**config.mk**
```make
export PLATFORM = sky130hd
export DESIGN_NAME = odram_cmd_seq
export DESIGN_NICKNAME = d
export VERILOG_FILES = /design/src/rtl/odram_pkg.sv /design/src/rtl/odram_downctr.sv /design/src/rtl/odram_bank_table.sv /design/src/rtl/odram_cmd_seq.sv
export SDC_FILE = /design/constraint.sdc
export NUM_CORES = 1
export LEC_CHECK = 0
export ABC_AREA = 1
export CAP_MARGIN = 20
export CORE_ASPECT_RATIO = 0.6
export CORE_MARGIN = 1
export CORE_UTILIZATION = 49
export DETAILED_ROUTE_END_ITERATION = 7
export PLACE_DENSITY = 0.85
export RECOVER_POWER = 25
export SKIP_LAST_GASP = 1
export SLEW_MARGIN = 30
export SYNTH_ARGS = -nofsm -noshare
export SYNTH_HDL_FRONTEND = slang
export SYNTH_SLANG_ARGS = --single-unit
```
**constraint.sdc**
```tcl
create_clock -name clk -period 3.5 [get_ports clk]
set_input_delay 0.525 -clock clk [delete_from_list [all_inputs] [get_ports clk]]
set_output_delay 0.525 -clock clk [all_outputs]
set_load 0.02 [all_outputs]
```
**src/rtl/odram_pkg.sv**
```systemverilog
// Shared types for the streaming DRAM command sequencer.
// Assumes a 3-bit opcode at the top of the address/control bus.
package odram_pkg;

    localparam int OP_W = 3;

    localparam logic [OP_W-1:0] OP_NOP = 3'b000;
    localparam logic [OP_W-1:0] OP_ACT = 3'b001;
    localparam logic [OP_W-1:0] OP_RD  = 3'b010;
    localparam logic [OP_W-1:0] OP_PRE = 3'b011;

    typedef enum logic [3:0] {
        ST_IDLE,
        ST_PRE,
        ST_WAIT_RP,
        ST_ACT,
        ST_WAIT_RCD,
        ST_COL,
        ST_WAIT_CL,
        ST_BURST,
        ST_DONE
    } seq_state_t;

endpackage

```
**src/rtl/odram_downctr.sv**
```systemverilog
// Loadable down-counter that stops at zero.
// Used both for the command-to-command delays and for counting data words.
// Assumes load has priority over decrement.
module odram_downctr #(
    parameter int W = 8
) (
    input  logic         clk,
    input  logic         rst_n,
    input  logic         load,
    input  logic [W-1:0] load_val,
    input  logic         dec,
    output logic [W-1:0] cnt,
    output logic         zero
);

    // Counter register: load, else step down toward zero.
    always_ff @(posedge clk) begin : p_cnt
        if (!rst_n) begin
            cnt <= '0;
        end else if (load) begin
            cnt <= load_val;
        end else if (dec && (cnt != '0)) begin
            cnt <= cnt - 1'b1;
        end
    end

    assign zero = (cnt == '0);

endmodule

```
**src/rtl/odram_bank_table.sv**
```systemverilog
// Open-row table: one open flag and one row register per bank.
// A bank is marked open with its row when an activate is issued.
// Lookup is combinational, so the caller reads it in the acceptance cycle.
module odram_bank_table #(
    parameter int BANK_W = 3,
    parameter int ROW_W  = 16
) (
    input  logic              clk,
    input  logic              rst_n,
    input  logic              wr_en,
    input  logic [BANK_W-1:0] wr_bank,
    input  logic [ROW_W-1:0]  wr_row,
    input  logic [BANK_W-1:0] lk_bank,
    input  logic [ROW_W-1:0]  lk_row,
    output logic              lk_open,
    output logic              lk_hit
);

    localparam int NBANK = 1 << BANK_W;

    logic [NBANK-1:0] open_q;
    logic [ROW_W-1:0] row_q [NBANK];

    // Table update: clear on reset, record bank and row on activate.
    always_ff @(posedge clk) begin : p_table
        if (!rst_n) begin
            open_q <= '0;
            for (int b = 0; b < NBANK; b++) begin
                row_q[b] <= '0;
            end
        end else if (wr_en) begin
            open_q[wr_bank] <= 1'b1;
            row_q[wr_bank]  <= wr_row;
        end
    end

    assign lk_open = open_q[lk_bank];
    assign lk_hit  = lk_open && (row_q[lk_bank] == lk_row);

endmodule

```
**src/rtl/odram_cmd_seq.sv**
```systemverilog
// Streaming DRAM command sequencer (top).
// Captures a packet (bank, burst, row, column), then issues precharge,
// activate and read on a shared address/control bus with TRP, TRCD and TCL
// spacing. It then marks burst+1 returning data words and pulses done.
// Assumes every delay parameter is at least 2 cycles.
module odram_cmd_seq #(
    parameter int BANK_W  = 3,
    parameter int BLEN_W  = 8,
    parameter int ROW_W   = 16,
    parameter int COL_W   = 10,
    parameter int DATA_W  = 64,
    parameter int CMD_W   = 25,
    parameter int TRCD    = 10,
    parameter int TCL     = 10,
    parameter int TRP     = 10
) (
    input  logic              clk,
    input  logic              rst_n,
    input  logic              pkt_valid,
    input  logic [BANK_W-1:0] pkt_bank,
    input  logic [BLEN_W-1:0] pkt_burst,
    input  logic [ROW_W-1:0]  pkt_row,
    input  logic [COL_W-1:0]  pkt_col,
    output logic              pkt_ready,
    output logic [CMD_W-1:0]  dram_cmd,
    input  logic [DATA_W-1:0] dram_rdata,
    output logic [DATA_W-1:0] rd_data,
    output logic              rd_valid,
    output logic              done
);
    import odram_pkg::*;

    localparam int OP_LSB   = CMD_W - OP_W;
    localparam int BANK_LSB = OP_LSB - BANK_W;
    localparam int T_MAX    = (TRCD > TCL) ? ((TRCD > TRP) ? TRCD : TRP)
                                           : ((TCL > TRP) ? TCL : TRP);
    localparam int TMR_W    = $clog2(T_MAX) + 1;
    localparam int COL_PAD  = ROW_W - COL_W;

    seq_state_t        state_q, state_d;
    logic [BANK_W-1:0] bank_q;
    logic [ROW_W-1:0]  row_q;
    logic [COL_W-1:0]  col_q;

    logic              accept;
    logic              lk_open, lk_hit;
    logic              tmr_load, tmr_dec, tmr_zero;
    logic [TMR_W-1:0]  tmr_val, tmr_cnt;
    logic [BLEN_W-1:0] beat_cnt;
    logic              beat_zero;

    assign accept = (state_q == ST_IDLE) && pkt_valid;

    odram_bank_table #(
        .BANK_W (BANK_W),
        .ROW_W  (ROW_W)
    ) u_table (
        .clk     (clk),
        .rst_n   (rst_n),
        .wr_en   (state_q == ST_ACT),
        .wr_bank (bank_q),
        .wr_row  (row_q),
        .lk_bank (pkt_bank),
        .lk_row  (pkt_row),
        .lk_open (lk_open),
        .lk_hit  (lk_hit)
    );

    odram_downctr #(.W(TMR_W)) u_delay (
        .clk      (clk),
        .rst_n    (rst_n),
        .load     (tmr_load),
        .load_val (tmr_val),
        .dec      (tmr_dec),
        .cnt      (tmr_cnt),
        .zero     (tmr_zero)
    );

    odram_downctr #(.W(BLEN_W)) u_beats (
        .clk      (clk),
        .rst_n    (rst_n),
        .load     (accept),
        .load_val (pkt_burst),
        .dec      (state_q == ST_BURST),
        .cnt      (beat_cnt),
        .zero     (beat_zero)
    );

    // Capture the packet fields at acceptance and hold them for the access.
    always_ff @(posedge clk) begin : p_capture
        if (!rst_n) begin
            bank_q <= '0;
            row_q  <= '0;
            col_q  <= '0;
        end else if (accept) begin
            bank_q <= pkt_bank;
            row_q  <= pkt_row;
            col_q  <= pkt_col;
        end
    end

    // Delay timer control: load on each command, count down in wait states.
    always_comb begin : p_timer_ctl
        tmr_load = 1'b0;
        tmr_val  = '0;
        unique case (state_q)
            ST_PRE: begin tmr_load = 1'b1; tmr_val = TMR_W'(TRP - 2);  end
            ST_ACT: begin tmr_load = 1'b1; tmr_val = TMR_W'(TRCD - 2); end
            ST_COL: begin tmr_load = 1'b1; tmr_val = TMR_W'(TCL - 2);  end
            default: ;
        endcase
        tmr_dec = (state_q == ST_WAIT_RP) || (state_q == ST_WAIT_RCD) ||
                  (state_q == ST_WAIT_CL);
    end

    // Next-state logic of the access sequence.
    always_comb begin : p_next
        state_d = state_q;
        unique case (state_q)
            ST_IDLE:     if (accept) state_d = lk_hit  ? ST_COL :
                                               lk_open ? ST_PRE : ST_ACT;
            ST_PRE:      state_d = ST_WAIT_RP;
            ST_WAIT_RP:  if (tmr_zero) state_d = ST_ACT;
            ST_ACT:      state_d = ST_WAIT_RCD;
            ST_WAIT_RCD: if (tmr_zero) state_d = ST_COL;
            ST_COL:      state_d = ST_WAIT_CL;
            ST_WAIT_CL:  if (tmr_zero) state_d = ST_BURST;
            ST_BURST:    if (beat_zero) state_d = ST_DONE;
            ST_DONE:     state_d = ST_IDLE;
            default:     state_d = ST_IDLE;
        endcase
    end

    // State register.
    always_ff @(posedge clk) begin : p_state
        if (!rst_n) state_q <= ST_IDLE;
        else        state_q <= state_d;
    end

    // Address/control bus: opcode, bank and address from captured fields.
    always_comb begin : p_cmd
        dram_cmd = '0;
        unique case (state_q)
            ST_PRE: begin
                dram_cmd[OP_LSB +: OP_W]     = OP_PRE;
                dram_cmd[BANK_LSB +: BANK_W] = bank_q;
            end
            ST_ACT: begin
                dram_cmd[OP_LSB +: OP_W]     = OP_ACT;
                dram_cmd[BANK_LSB +: BANK_W] = bank_q;
                dram_cmd[ROW_W-1:0]          = row_q;
            end
            ST_COL: begin
                dram_cmd[OP_LSB +: OP_W]     = OP_RD;
                dram_cmd[BANK_LSB +: BANK_W] = bank_q;
                dram_cmd[ROW_W-1:0]          = {{COL_PAD{1'b0}}, col_q};
            end
            default: ;
        endcase
    end

    assign pkt_ready = (state_q == ST_IDLE);
    assign rd_valid  = (state_q == ST_BURST);
    assign rd_data   = rd_valid ? dram_rdata : '0;
    assign done      = (state_q == ST_DONE);

endmodule

```
==> flow_summary.ini, run 1 <==
[power_and_ir_drop]
pwr-share-seq = 0.441
fin_total_pwr_w = 0.00596
ir_drop_mv = 0.323
switchingPower_w = 0.00197
p_int_w = 0.00399
p_leak_nw = 5.05
p_clk_frac = 0.313
swShare = 0.331
comb_power_share = 0.247
pwr_density_cell_mw_per_mm2 = 507

[flow_run]
timing.max_cap.violations = 0

[logic_synthesis]
synthTopCellsByArea = edfxtp_1, dfxtp_1, nor2_1
netlist_instances = 1180
synth_top_area_cell = edfxtp_1
ys_ff_latch = 182
synth_area_mm2 = 0.00917
ys_types = 32
synth_warnings = 0
avgSynthCellArea_um2 = 7.77
seq_area_frac_synth = 0.537
synth.top_cell.area_share = 0.419

[finish]
finalNetCount = 1462
layout.cells.most_common = nor2_1
syn2layout_area_growth_pct = 28.4
final_cell_mix = nor2_1, nand2_1, clkdlybuf4s50_1
drive_gt1_frac = 0.0395
final_area_mm2 = 0.0118
antenna_cells = 0
num-fill-cells = 1432

[timing]
worst_pin_slew_ps = 1150
setup_viol = 0
fmax_mhz = 313
hold_violations = 0
hold_ws_ps = 451
skew_ps = 8.34
rsz0062_at_grt = no
finalCritPeriodShare = 0.912
finalWorstPathRequiredPeriod_ps = 3190
slew_headroom = 0.233
final.setup.tns_ps = 0
slew_violations = 0
setup_ws_ps = 310

[place]
place.gp.congestion = 0.884
port_buffers = 191
post_dp_cell_area_mm2 = 0.0112
hpwl_um = 18100
preCtsSetupSlack_ps = 854

[clock_network]
clkLatencyLatePin_ps = 440
post_cts_resized = 0
ctsLongestPathBuffers = 2
post_cts_buffers = 0
cts_hold_buf = 0
htree_levels = 4
cts_tree = built
cts_root_buffer = clkbuf_16
cts_buffers = 17
path_clk_slew_ps = 70
clkSinkCount = 182

[worst_setup_path]
cp_data_required_time_ps = 3440
cpPeakStageDelay_ps = 910
start_kind = register
crit_slowest_cell = nand2_1
r2r_slack_ps = 310
cp-endpoint = u_table.row_q[4][15]
startpoint = state_q[2]
path_buf_inv = 2
cp-end-kind = register
crit_family = simple AND/OR/NAND/NOR gates
reg2reg_to = u_table.row_q[4][15]
r2r-start = state_q[2]
crit_type = reg -> reg
crit_chain = nor2_1, inv_1, nor2_1, nand2_1, nor2_1, nand2_1, clkbuf_1, nand2_1
cp_max_fo = 18
reg2reg_depth = 8
arrival_ps = 3130
critical_path_cell_count = 8

[floorplanning]
coreArea_mm2 = 0.0182
num_rows = 38
dieArea_mm2 = 0.0193
die_h_um = 108
start_util = 0.503
pin_count = 196
die_x_um = 179

[global_route]
grt_util_met2 = 0.437
grt_util_met3 = 0.0520
grt-busiest-layer = met2
antenna_found_initial = 0
grt_pass1_wl_um = 40700
grt_pass1_vias = 7624
grt_max_degree = 77
use_met1 = 0.398
grtUsageTotal = 0.282
grt_overflow = 0

[routing]
vias_per_cell = 5.20
wl_per_cell_um = 16.9
ant_nets = 0
drtIter0Drc = 999
drc_errors = 0
first_pass_iters = 6
wl_um = 27100
via_count = 8363

[outcome]
run_status = finished clean

[min_path]
hold_depth = 2
hp-class = reg -> reg
kinds of logic (layout without fill, tap and decap cells):
logic type | count (synthesis) | in the layout | share of synthesized area
compound gates | 134 | 134 | 0.0774
flops | 182 | 182 | 0.537
fa+ha+maj | 4 | 4 | 0.00546
simple gates | 597 | 597 | 0.259
other cells | 1 | 4 | 0.000409
xor+xnor | 4 | 4 | 0.00382
buf+inv | 258 | 442 | 0.116
area by class of cell:
cell class	instances	area [um2]	share of cell area
well taps	240	300	0.0255
multi-input cells	743	3190	0.271
clock inverters	12	106	0.00903
repair buffers	210	2040	0.173
inverters	200	753	0.0640
clock buffers	20	459	0.0390
flip-flops and latches	182	4920	0.418
power by group through the flow:
| stage | registers (W) | logic, W | clock network, W |
|---|---|---|---|
| floorplan | 0.00264 | 0.000928 | 0 |
| global placement | 0.00266 | 0.00140 | 0 |
| detailed placement | 0.00267 | 0.00143 | 0 |
| CTS | 0.00262 | 0.00145 | 0.00187 |
| global route | 0.00265 | 0.00163 | 0.00195 |
| finish | 0.00263 | 0.00147 | 0.00187 |
metrics by stage:
stage	util	std cells
after floorplan	-	1183
after global placement	0.616	1575
after detailed placement	0.616	1575
after CTS	0.648	1607
after global routing	0.646	1607
final	0.646	1607
flip-flops by register name, summed over array words and instances, names as in the netlist:
signal	flops
u_beats.cnt	8
state_q	4
bank_q	3
u_delay.cnt	5
u_table.row_q	128
u_table.open_q	8
col_q	10
row_q	16
synthesized netlist by cell type (all sizes together):
cell	number
nand2	225
ha	4
buf	34
nand3	75
xnor2	1
clkinv	17
or3	1
conb	1
o21ai	69
edfxtp	128
xor2	3
nand3b	8
a21oi	45
o211ai	4
inv	183
dfxtp	54
nand4	3
o31ai	2
nor3	1
nor4	1
a31oi	4
o22ai	10
clkbuf	24
nor2	283
worst min path at each step:
stage | startpoint | to | slack, ps
2_1_floorplan | u_table.open_q[0] | u_table.open_q[0] | 420
3_3_place_gp | u_table.open_q[2] | u_table.open_q[2] | 430
3_5_place_dp | u_table.open_q[4] | u_table.open_q[4] | 440
4_1_cts | u_table.open_q[4] | u_table.open_q[4] | 450
5_1_grt | u_table.open_q[4] | u_table.open_q[4] | 480
6_report | u_table.open_q[4] | u_table.open_q[4] | 450
layer usage:
| layer | part of all wire | vias up |
|---|---|---|
| li1 | - | 4041 |
| met1 | 0.42 | 3849 |
| met2 | 0.46 | 420 |
| met3 | 0.095 | 53 |
| met4 | 0.020 | 0 |
| met5 | 0 | - |
worst min-delay path: stages, from the launching register on:
cell	delay, ps
dfxtp_1	320
nand2_1	50
nand2_1	40
Note: power is estimated with default switching activity, not from simulation.
==> run 2, diff against run 1 <==
- REMOVE_ABC_BUFFERS: not set -> 1
==> flow_summary.ini, run 2 (synthesized netlist as in run 1, its figures left out) <==
[routing]
wl_um = 27300
via_count = 8490
wl_per_cell_um = 17.0
ant_nets = 0
drc_errors = 0
vias_per_cell = 5.29
first_pass_iters = 5
drtIter0Drc = 1198

[worst_setup_path]
crit_slowest_cell = clkdlybuf4s50_1
cpPeakStageDelay_ps = 640
path_buf_inv = 3
arrival_ps = 2570
crit_top_cell = nor2_1
crit_chain = nand2_1, nor2_1, inv_2, buf_4, nor2_1, clkdlybuf4s50_1
cp_max_fo = 53
cp_data_required_time_ps = 2970
crit_type = reg -> out
r2r_slack_ps = 1000
start_kind = register
cp-end-kind = output pin
crit_family = buffers and inverters

[clock_network]
cts_tree = built
ctsLongestPathBuffers = 2
post_cts_buffers = 0
htree_levels = 4
clkLatencyLatePin_ps = 430
cts_buffers = 17
post_cts_resized = 0
clkSinkCount = 182
cts_root_buffer = clkbuf_16
path_clk_slew_ps = 70
cts_hold_buf = 0

[floorplanning]
pin_count = 196
num_rows = 38
start_util = 0.503
die_h_um = 108
coreArea_mm2 = 0.0182
dieArea_mm2 = 0.0193
die_x_um = 179

[timing]
skew_ps = 9.03
slew_violations = 0
setup_ws_ps = 404
finalCritPeriodShare = 0.885
final.setup.tns_ps = 0
fmax_mhz = 323
worst_pin_slew_ps = 1240
slew_headroom = 0.171
hold_violations = 0
rsz0062_at_grt = no
finalWorstPathRequiredPeriod_ps = 3100
setup_viol = 0

[global_route]
grt_pass1_wl_um = 41000
grt_pass1_vias = 7662
grt_overflow = 0
antenna_found_initial = 0
grt_max_degree = 55
grtUsageTotal = 0.285

[finish]
num-fill-cells = 1457
syn2layout_area_growth_pct = 28.9
layout_top_registers = u_table.row_q (128), row_q (16), col_q (10)
multi_input_area_mm2 = 0.00319
antenna_cells = 0
max_flop_register = u_table.row_q
drive_gt1_frac = 0.0410
register_area_mm2 = 0.00492
final_area_mm2 = 0.0118
largest_reg_flops = 128
final_cell_mix = nor2_1, nand2_1, clkdlybuf4s50_1
layout.cells.most_common = nor2_1
finalNetCount = 1461

[power_and_ir_drop]
ir_drop_mv = 0.358
p_leak_nw = 5.08
fin_total_pwr_w = 0.00605
pwr_density_cell_mw_per_mm2 = 512

[place]
port_buffers = 191
place.gp.congestion = 0.884
hpwl_um = 17800
preCtsSetupSlack_ps = 867
post_dp_cell_area_mm2 = 0.0112

[flow_run]
timing.max_cap.violations = 0

[min_path]
hp-class = reg -> reg

[outcome]
run_status = finished clean
-- run 2: tightest hold or removal path, stage by stage (launching register included) --
cell and delay, ps:
dfxtp_1 310, nand2_1 50, nand2_1 40
-- run 2: final cells by class --
class / instances / area share
repair buffers: 209 / 0.172
inverters: 200 / 0.0637
clock inverters: 9 / 0.00593
multi-input cells: 743 / 0.270
clock buffers: 23 / 0.0459
well taps: 240 / 0.0254
flip-flops and latches: 182 / 0.417
-- run 2: per-layer routing --
metal	part of all wire	track usage	wire length, um
met3	0.12	0.0580	3270
met1	0.43	0.422	11600
met2	0.44	0.426	12100
met5	0	0	0
met4	0.013	0.0708	345
-- run 2: per-stage QoR --
stage | util | hold slack, ps | std cells
after floorplan | - | 417 | 1125
after global placement | 0.616 | 426 | 1574
after detailed placement | 0.616 | 433 | 1574
after CTS | 0.650 | 443 | 1606
after global routing | 0.649 | 463 | 1606
final | 0.649 | 441 | 1606
-- run 2: worst paths after layout --
| kind | from | endpoint | depth (start not counted) |
|---|---|---|---|
| hold reg to reg | u_table.open_q[0] | u_table.open_q[0] | 2 |
| setup / recovery | state_q[2] | rd_data[45] | 6 |
| setup reg to reg | state_q[2] | u_table.row_q[3][9] | 8 |
| hold / removal | u_table.open_q[0] | u_table.open_q[0] | 2 |
-- run 2: report_power, final --
group          switching [W]  leakage [nW]  total [W]  internal, W
Clock               0.000855         0.307    0.00197      0.00111
Sequential          0.000104          1.77    0.00263      0.00253
Combinational       0.000981          3.01    0.00145     0.000472
Total                0.00194          5.08    0.00605      0.00411
